$ cat src/rtl/hms_pkg.sv
package hms_pkg;
    typedef enum logic [2:0] {
        ST_IDLE,
        ST_FILL,
        ST_PUSH,
        ST_FINAL,
        ST_PULL,
        ST_CAPTURE,
        ST_HOLD
    } hms_state_e;
endpackage

$ cat src/rtl/hms_block_buf.sv
module hms_block_buf #(
    parameter int WORD_W    = 32,
    parameter int BLK_WORDS = 8
) (
    input  logic                        clk,
    input  logic                        rst_n,
    input  logic                        clr,
    input  logic                        wr_en,
    input  logic [WORD_W-1:0]           wr_data,
    input  logic                        wr_last,
    input  logic                        drain,
    input  logic                        seed,
    output logic [BLK_WORDS*WORD_W-1:0] block_o,
    output logic                        full_o
);
    localparam int CW = $clog2(BLK_WORDS);

    logic [WORD_W-1:0] slot [BLK_WORDS];
    logic [CW-1:0]     cnt;

    assign full_o = (cnt == CW'(BLK_WORDS - 1));

    always_ff @(posedge clk or negedge rst_n) begin
        if (!rst_n) begin
            cnt <= '0;
            for (int i = 0; i < BLK_WORDS; i++) slot[i] <= '0;
        end else if (clr || drain) begin
            cnt <= '0;
            for (int i = 0; i < BLK_WORDS; i++) slot[i] <= '0;
            if (!clr && seed) slot[0] <= WORD_W'(1);
        end else if (wr_en) begin
            slot[cnt] <= wr_data;
            if (wr_last && !full_o) slot[cnt + CW'(1)] <= WORD_W'(1);
            cnt <= full_o ? '0 : cnt + CW'(1);
        end
    end

    for (genvar g = 0; g < BLK_WORDS; g++) begin : g_flat
        assign block_o[g*WORD_W +: WORD_W] = slot[g];
    end
endmodule

$ cat src/rtl/hms_step_ctr.sv
module hms_step_ctr #(
    parameter int COUNT = 32
) (
    input  logic clk,
    input  logic rst_n,
    input  logic clr,
    input  logic inc,
    output logic last_o
);
    localparam int CW = (COUNT > 1) ? $clog2(COUNT) : 1;

    logic [CW-1:0] cnt;

    assign last_o = (cnt == CW'(COUNT - 1));

    always_ff @(posedge clk or negedge rst_n) begin
        if (!rst_n)   cnt <= '0;
        else if (clr) cnt <= '0;
        else if (inc) cnt <= cnt + CW'(1);
    end
endmodule

$ cat src/rtl/hms_fsm.sv
module hms_fsm
    import hms_pkg::*;
(
    input  logic clk,
    input  logic rst_n,
    input  logic start,
    input  logic in_valid,
    input  logic in_last,
    input  logic blk_full,
    input  logic pull_last,
    output logic in_ready,
    output logic core_step,
    output logic core_pull,
    output logic buf_wr,
    output logic buf_drain,
    output logic buf_seed,
    output logic pctr_clr,
    output logic pctr_inc,
    output logic cap_en
);
    hms_state_e state, nxt;
    logic       closing;

    always_ff @(posedge clk or negedge rst_n) begin
        if (!rst_n) begin
            state   <= ST_IDLE;
            closing <= 1'b0;
        end else begin
            state <= nxt;
            if (start)                         closing <= 1'b0;
            else if (buf_wr && blk_full)       closing <= in_last;
        end
    end

    always_comb begin
        nxt = state;
        unique case (state)
            ST_IDLE:    nxt = ST_IDLE;
            ST_FILL:    if (in_valid) begin
                            if (blk_full)     nxt = ST_PUSH;
                            else if (in_last) nxt = ST_FINAL;
                        end
            ST_PUSH:    nxt = closing ? ST_FINAL : ST_FILL;
            ST_FINAL:   nxt = ST_PULL;
            ST_PULL:    if (pull_last) nxt = ST_CAPTURE;
            ST_CAPTURE: nxt = ST_HOLD;
            ST_HOLD:    nxt = ST_HOLD;
            default:    nxt = ST_IDLE;
        endcase
        if (start) nxt = ST_FILL;
    end

    always_comb begin
        in_ready  = (state == ST_FILL) && !start;
        buf_wr    = in_ready && in_valid;
        core_step = !start && (state inside {ST_PUSH, ST_FINAL, ST_PULL});
        core_pull = !start && (state == ST_PULL);
        buf_drain = (state == ST_PUSH) || (state == ST_FINAL);
        buf_seed  = (state == ST_PUSH) && closing;
        pctr_clr  = (state == ST_FINAL);
        pctr_inc  = (state == ST_PULL);
        cap_en    = (state == ST_CAPTURE) && !start;
    end
endmodule

$ cat src/rtl/hash_msg_sequencer.sv
module hash_msg_sequencer #(
    parameter int WORD_W    = 32,
    parameter int BLK_WORDS = 8,
    parameter int PULLS     = 32,
    parameter int DIG_WORDS = 8
) (
    input  logic                        clk,
    input  logic                        rst_n,
    input  logic                        start,
    input  logic                        in_valid,
    output logic                        in_ready,
    input  logic [WORD_W-1:0]           in_data,
    input  logic                        in_last,
    output logic                        core_clear,
    output logic                        core_step,
    output logic                        core_pull,
    output logic [BLK_WORDS*WORD_W-1:0] core_block,
    input  logic [DIG_WORDS*WORD_W-1:0] core_state_hi,
    output logic [DIG_WORDS*WORD_W-1:0] digest,
    output logic                        done
);
    logic blk_full, pull_last, buf_wr, buf_drain, buf_seed;
    logic pctr_clr, pctr_inc, cap_en;

    assign core_clear = start;

    hms_fsm u_fsm (
        .clk(clk), .rst_n(rst_n), .start(start), .in_valid(in_valid),
        .in_last(in_last), .blk_full(blk_full), .pull_last(pull_last),
        .in_ready(in_ready), .core_step(core_step), .core_pull(core_pull),
        .buf_wr(buf_wr), .buf_drain(buf_drain), .buf_seed(buf_seed),
        .pctr_clr(pctr_clr), .pctr_inc(pctr_inc), .cap_en(cap_en)
    );

    hms_block_buf #(.WORD_W(WORD_W), .BLK_WORDS(BLK_WORDS)) u_buf (
        .clk(clk), .rst_n(rst_n), .clr(start), .wr_en(buf_wr),
        .wr_data(in_data), .wr_last(in_last), .drain(buf_drain),
        .seed(buf_seed), .block_o(core_block), .full_o(blk_full)
    );

    hms_step_ctr #(.COUNT(PULLS)) u_pctr (
        .clk(clk), .rst_n(rst_n), .clr(pctr_clr || start), .inc(pctr_inc),
        .last_o(pull_last)
    );

    always_ff @(posedge clk or negedge rst_n) begin
        if (!rst_n) begin
            digest <= '0;
            done   <= 1'b0;
        end else begin
            done <= cap_en;
            if (start)       digest <= '0;
            else if (cap_en) digest <= core_state_hi;
        end
    end
endmodule

$ cat config.mk
export PLATFORM = sky130hd
export DESIGN_NAME = hash_msg_sequencer
export DESIGN_NICKNAME = d
export VERILOG_FILES = /design/src/rtl/hms_pkg.sv /design/src/rtl/hms_block_buf.sv /design/src/rtl/hms_step_ctr.sv /design/src/rtl/hms_fsm.sv /design/src/rtl/hash_msg_sequencer.sv
export SDC_FILE = /design/constraint.sdc
export NUM_CORES = 1
export LEC_CHECK = 0
export ABC_AREA = 1
export BUFFER_PORTS_ARGS = -buffer_cell sky130_fd_sc_hd__buf_2
export CORE_AREA = 2 2 316 318
export DETAILED_ROUTE_END_ITERATION = 12
export DIE_AREA = 0 0 318 320
export MAX_ROUTING_LAYER = met4
export SYNTH_ARGS = -nofsm -noshare
export SYNTH_HDL_FRONTEND = slang
export SYNTH_SLANG_ARGS = --single-unit
$ cat constraint.sdc
create_clock -name clk -period 4.1 [get_ports clk]
set_input_delay 0.615 -clock clk [delete_from_list [all_inputs] [get_ports clk]]
set_output_delay 0.615 -clock clk [all_outputs]
set_load 0.1 [all_outputs]
# ---- Word-level counts from Yosys, hierarchy flattened
# Cells that the tools add are included.
# W data, S select, Z words.
dict set report word_totals {
  register_bits 525
  out_inout_bits 517
  wordCells 84
}
dict set report op_classes {
  eq_ne 11
  n_lt_le_gt_ge 4
  reduce_logical 23
  bitwise 5
  n_addsub 2
  n_mux 25
}
# op n
set op_table {}
lappend op_table {{$mux W256} 5}
lappend op_table {{$bwmux W256} 1}
lappend op_table {{$and A248 B248 Y248} 1}
lappend op_table {{$not A248 Y248} 1}
lappend op_table {{$demux W32 S3} 2}
lappend op_table {{$mux W32} 2}
lappend op_table {{$mux W3} 8}
lappend op_table {{$pmux W3 S5} 1}
lappend op_table {{$eq A3 B3 Y1 const B} 4}
lappend op_table {{$logic_and A1 B1 Y1} 11}
lappend op_table {{$mux W5} 2}
lappend op_table {{$ge A4 B4 Y1 const B} 2}
lappend op_table {{$lt A4 B1 Y1 const B} 2}
lappend op_table {{$not A3 Y4} 2}
lappend op_table {{$or A8 B8 Y8} 1}
lappend op_table {{$reduce_bool A2 Y1} 4}
lappend op_table {{$eq A3 B2 Y1 const B} 2}
lappend op_table {{$ne A3 B3 Y1 const B} 2}
lappend op_table {{$add A5 B1 Y5 const B} 1}
lappend op_table {{$eq A5 B5 Y1 const B} 1}
lappend op_table {{$ne A4 B3 Y1 const B} 1}
lappend op_table {{$add A3 B1 Y3 const B} 1}
lappend op_table {{$eq A3 B1 Y1 const B} 1}
lappend op_table {{$logic_or A1 B1 Y1} 3}
lappend op_table {{6 further kinds} 9}

# ---- Longest topological paths before layout
dict set report logic_depth {
  word_depth 11
  ltp_mapped 11
  ltp_nobuf 9
}

# ---- Hierarchy
# Synthesis repeated with hierarchy kept, for this count alone.
dict set report unflattened {
  cells_unflattened 2636
  hier_area_um2 22245.1
}
# mod n_inst cells_each area_per_inst_um2
set modules_own_cells {}
lappend modules_own_cells {hms_block_buf 1 1438 11448.5}
lappend modules_own_cells {hash_msg_sequencer 1 1114 10196.0}
lappend modules_own_cells {hms_fsm 1 53 330.3}
lappend modules_own_cells {hms_step_ctr 1 31 270.3}

# ---- Worst setup path after synthesis
# Ideal clock, no wire load.
dict set report synth_timing {
  kind {register to output}
  start {reg u_fsm.state[0]}
  end {out core_step}
  required_ps 3485
  path_buffers 0
  t_arrival_ps 2358
  stages_incl_launch_ff 4
  path_slack_ps 1127
  path_cell_list {dfrtp_1 > nor2_1 > nand2_1 > a21oi_1}
}
dict set report synth_via {
  elab_chain_cells 3
  word_cells_on_any_way 5
  classes_between {eq/ne (3); reduce/logical (2)}
}
# item line_no
set synth_rtl {}
lappend synth_rtl {{start, declared} hms_fsm.sv:21} ;# hms_state_e state, nxt;
lappend synth_rtl {{start signal, assigned} hms_fsm.sv:29} ;# state <= nxt;
lappend synth_rtl {{$eq A3 B2 Y1 or $eq A3 B3 Y1 (tied branches)} hms_fsm.sv:56} ;# core_step = !start && (state inside {ST_PUSH, ST_FINAL, ST_PULL});
lappend synth_rtl {{$reduce_bool A3 Y1 (*)} hms_fsm.sv:56}
lappend synth_rtl {{$logic_and A1 B1 Y1 (*)} hms_fsm.sv:56}
lappend synth_rtl {{end, declared} hash_msg_sequencer.sv:15} ;# output logic core_step,
# Every way passes the cells marked *; elsewhere a longest branch is shown, timed or not.

# ---- Worst setup path after layout
# Ends and elaborated chain as after synthesis.

==> flow_summary.ini <==
[routing]
drt-vias-per-instance = 4.87
firstDrtPassIters = 6
dr_total_vias = 27900
wl_met3_um = 11000
ant_nets = 0
route.detailed.drc = 0
drt-initial-drc-count = 2995
routed.top_layer = met4
wire_per_inst_um = 21.8
finalWirelength_um = 125000
dr_wl_met2_um = 57800
wl_met1_um = 49300

[critical_path]
slowest_delay_ns = 0.57
crit_start = u_fsm.state[0]
r2r-start = u_buf.cnt[0]
crit_path_max_fanout = 10
critPathLaunchType = flop
endpoint_kind = primary output
path_cells = nor2_1 -> nand2_1 -> a21oi_1 -> buf_2
crit_type = reg2out
crit_family = simple AND/OR/NAND/NOR gates
crit_buf_inv = 1
required_ns = 3.48
worstPathArrival_ns = 2.63
worst-r2r-cell-count = 7
crit_cells = 4
critPathSlowestCell = buf_2

[global_routing]
grt_pass1_wl_um = 181000
grt_pass1_vias = 26000
grt_antenna_before_repair = 28
overflow = 0
grt_usage_pct = 24.4
grt_max_degree = 224

[logic_synthesis]
synth_nets = 4028
synth_seq_cells = 525
yosysSeqAreaShare_pct = 48.6
syn_avg_cell_area_um2 = 7.24
synthCells = 3731
ys_warn_count = 0
ys_types = 27
synth_area_um2 = 27000

[final_layout]
multiInputGateArea_um2 = 11300
nets = 4670
postLayoutCoreUtil_pct = 34.9
drive_gt1_share_pct = 22.7
fill_cells = 10500
syn_to_final_growth_pct = 26.4
fin_cells = 5734
final_cell_area_um2 = 34200
final_common_cell = nand2_1
layout_common_cells = 1545 x nand2_1, 808 x buf_2, 703 x nand3_1
regArea_um2 = 13100

[clock_network]
cts_setup_buffers = 0
clkLatencyLatePin_ns = 0.64
cts.clk_slew.worst_paths_ns = 0.06
cts_buffers = 68
root_buffer = clkbuf_16
cts_hold_buf = 1
htreeDepth = 3
cts_tree = done
clockBufferDepth = 3
clock-sinks = 525
post_cts_resized = 0

[die]
die_w_um = 318
core_um2 = 98000
dieArea_um2 = 102000
initial_core_util_pct = 27.6
die_h_um = 320
rows = 115
io_pins = 810

[timing]
min_period_over_period_pct = 79.0
slew_headroom_pct = 7.27
setup_viol = 0
skew_ns = 0.0319
drv_slew = 0
holdWs_ns = 0.161
finalSetupTns_ns = 0
rsz0062_at_grt = false
min_period_ns = 3.24
worstMarginPinSlew_ns = 1.39
finalHoldViolCount = 0
fmax_mhz = 309

[place]
gp_congestion = 0.868
dp_hpwl_um = 84900
placed_area_um2 = 31900
port-buffer-count = 809
dp.cells = 5589

[status]
status = finished, final reports clean

[power_and_ir_drop]
powerDensity_nw_per_um2 = 696
irDropWorstVdd_v = 0.000368
p_leak_nw = 20.2

[worst_hold_path]
min_from = core_state_hi[14]
worst_hold_path.num_cells = 3
hp-class = in2reg

[run]
maxCapViolations = 0
[sequential cells by signal, summed over array words and instances, names as in the netlist]
signal         flops
u_buf.block_o    256
done               1
u_pctr.cnt         5
u_buf.cnt          3
u_fsm.state        3
u_fsm.closing      1
digest           256
[metal layers]
| metal | global-route usage, % | vias up |
|---|---|---|
| li1 | - | 13100 |
| met1 | 29.4 | 13300 |
| met2 | 37.7 | 1294 |
| met3 | 6.29 | 232 |
| met4 | 12.3 | 0 |
| met5 | - | - |
[where the power goes]
group | leakage (nW) | internal [W] | total, W | switching (W)
Sequential | 7.26 | 0.00592 | 0.00652 | 0.000596
Clock | 1.10 | 0.00349 | 0.00608 | 0.00259
Combinational | 11.8 | 0.00164 | 0.0112 | 0.00954
[worst min-delay path: stages]
cell and delay (ns):
buf_2 0.07, nand2_1 0.04, nand2_1 0.04
[area by class of cell]
| class | count | share of cell area (%) |
|---|---|---|
| Antenna cell | 20 | 0.146 |
| Clock buffer | 96 | 5.70 |
| Clock inverter | 28 | 0.824 |
| Inverter | 302 | 3.37 |
| Multi-Input combinational cell | 2610 | 33.1 |
| Sequential cell | 525 | 38.5 |
| Tap cell | 1287 | 4.71 |
| Timing Repair Buffer | 866 | 13.7 |
[stage by stage]
step / setup slack (ns) / total power [W]
6_report: 0.860 / 0.0238
5_1_grt: 0.680 / 0.0247
4_1_cts: 0.725 / 0.0239
3_5_place_dp: 1.22 / 0.0178
3_3_place_gp: 1.24 / 0.0177
2_1_floorplan: 1.13 / 0.0153
[cells in the mapped netlist]
cell / count / area share (%)
nor2_1: 29 / 0.40
o21bai_1: 1 / 0.028
nand2_1: 1545 / 21
ha_1: 4 / 0.19
buf_6: 42 / 1.7
buf_4: 10 / 0.28
a21oi_1: 260 / 4.8
nor2_4: 2 / 0.083
inv_1: 298 / 4.1
o21ai_0: 44 / 0.81
nand3_1: 707 / 13
inv_2: 4 / 0.056
xor2_1: 1 / 0.032
nand3_2: 1 / 0.037
nor2_8: 1 / 0.074
nor2_2: 3 / 0.069
dfrtp_1: 525 / 49
clkbuf_1: 131 / 1.8
nand4_1: 1 / 0.023
o21a_1: 1 / 0.028
o211ai_1: 3 / 0.083
o22ai_1: 1 / 0.023
nand2_4: 2 / 0.083
buf_1: 23 / 0.32
buf_2: 88 / 1.6
a21boi_0: 1 / 0.028
nor3_1: 3 / 0.056
[kinds of logic after synthesis]
kind of cell	Yosys count	share of synthesized area (%)
AND/OR/NAND/NOR	2294	35.4
buffers and inverters	596	9.99
flip-flops	525	48.6
AO/OA/AOI/OAI	311	5.82
adder cells (fa/ha/maj)	4	0.185
XOR/XNOR	1	0.0324
[path summary, 6_finish.rpt]
kind | slack (ns) | end
max | 0.86 | core_step
min in group asynchronous | 0.58 | u_buf.block_o[72]
min reg2reg | 0.50 | u_buf.block_o[128]
max in group asynchronous | 2.37 | u_buf.block_o[227]
min | 0.16 | digest[14]
max reg2reg | 1.21 | u_buf.block_o[98]
No activity file was read; power rests on OpenSTA's default activity.
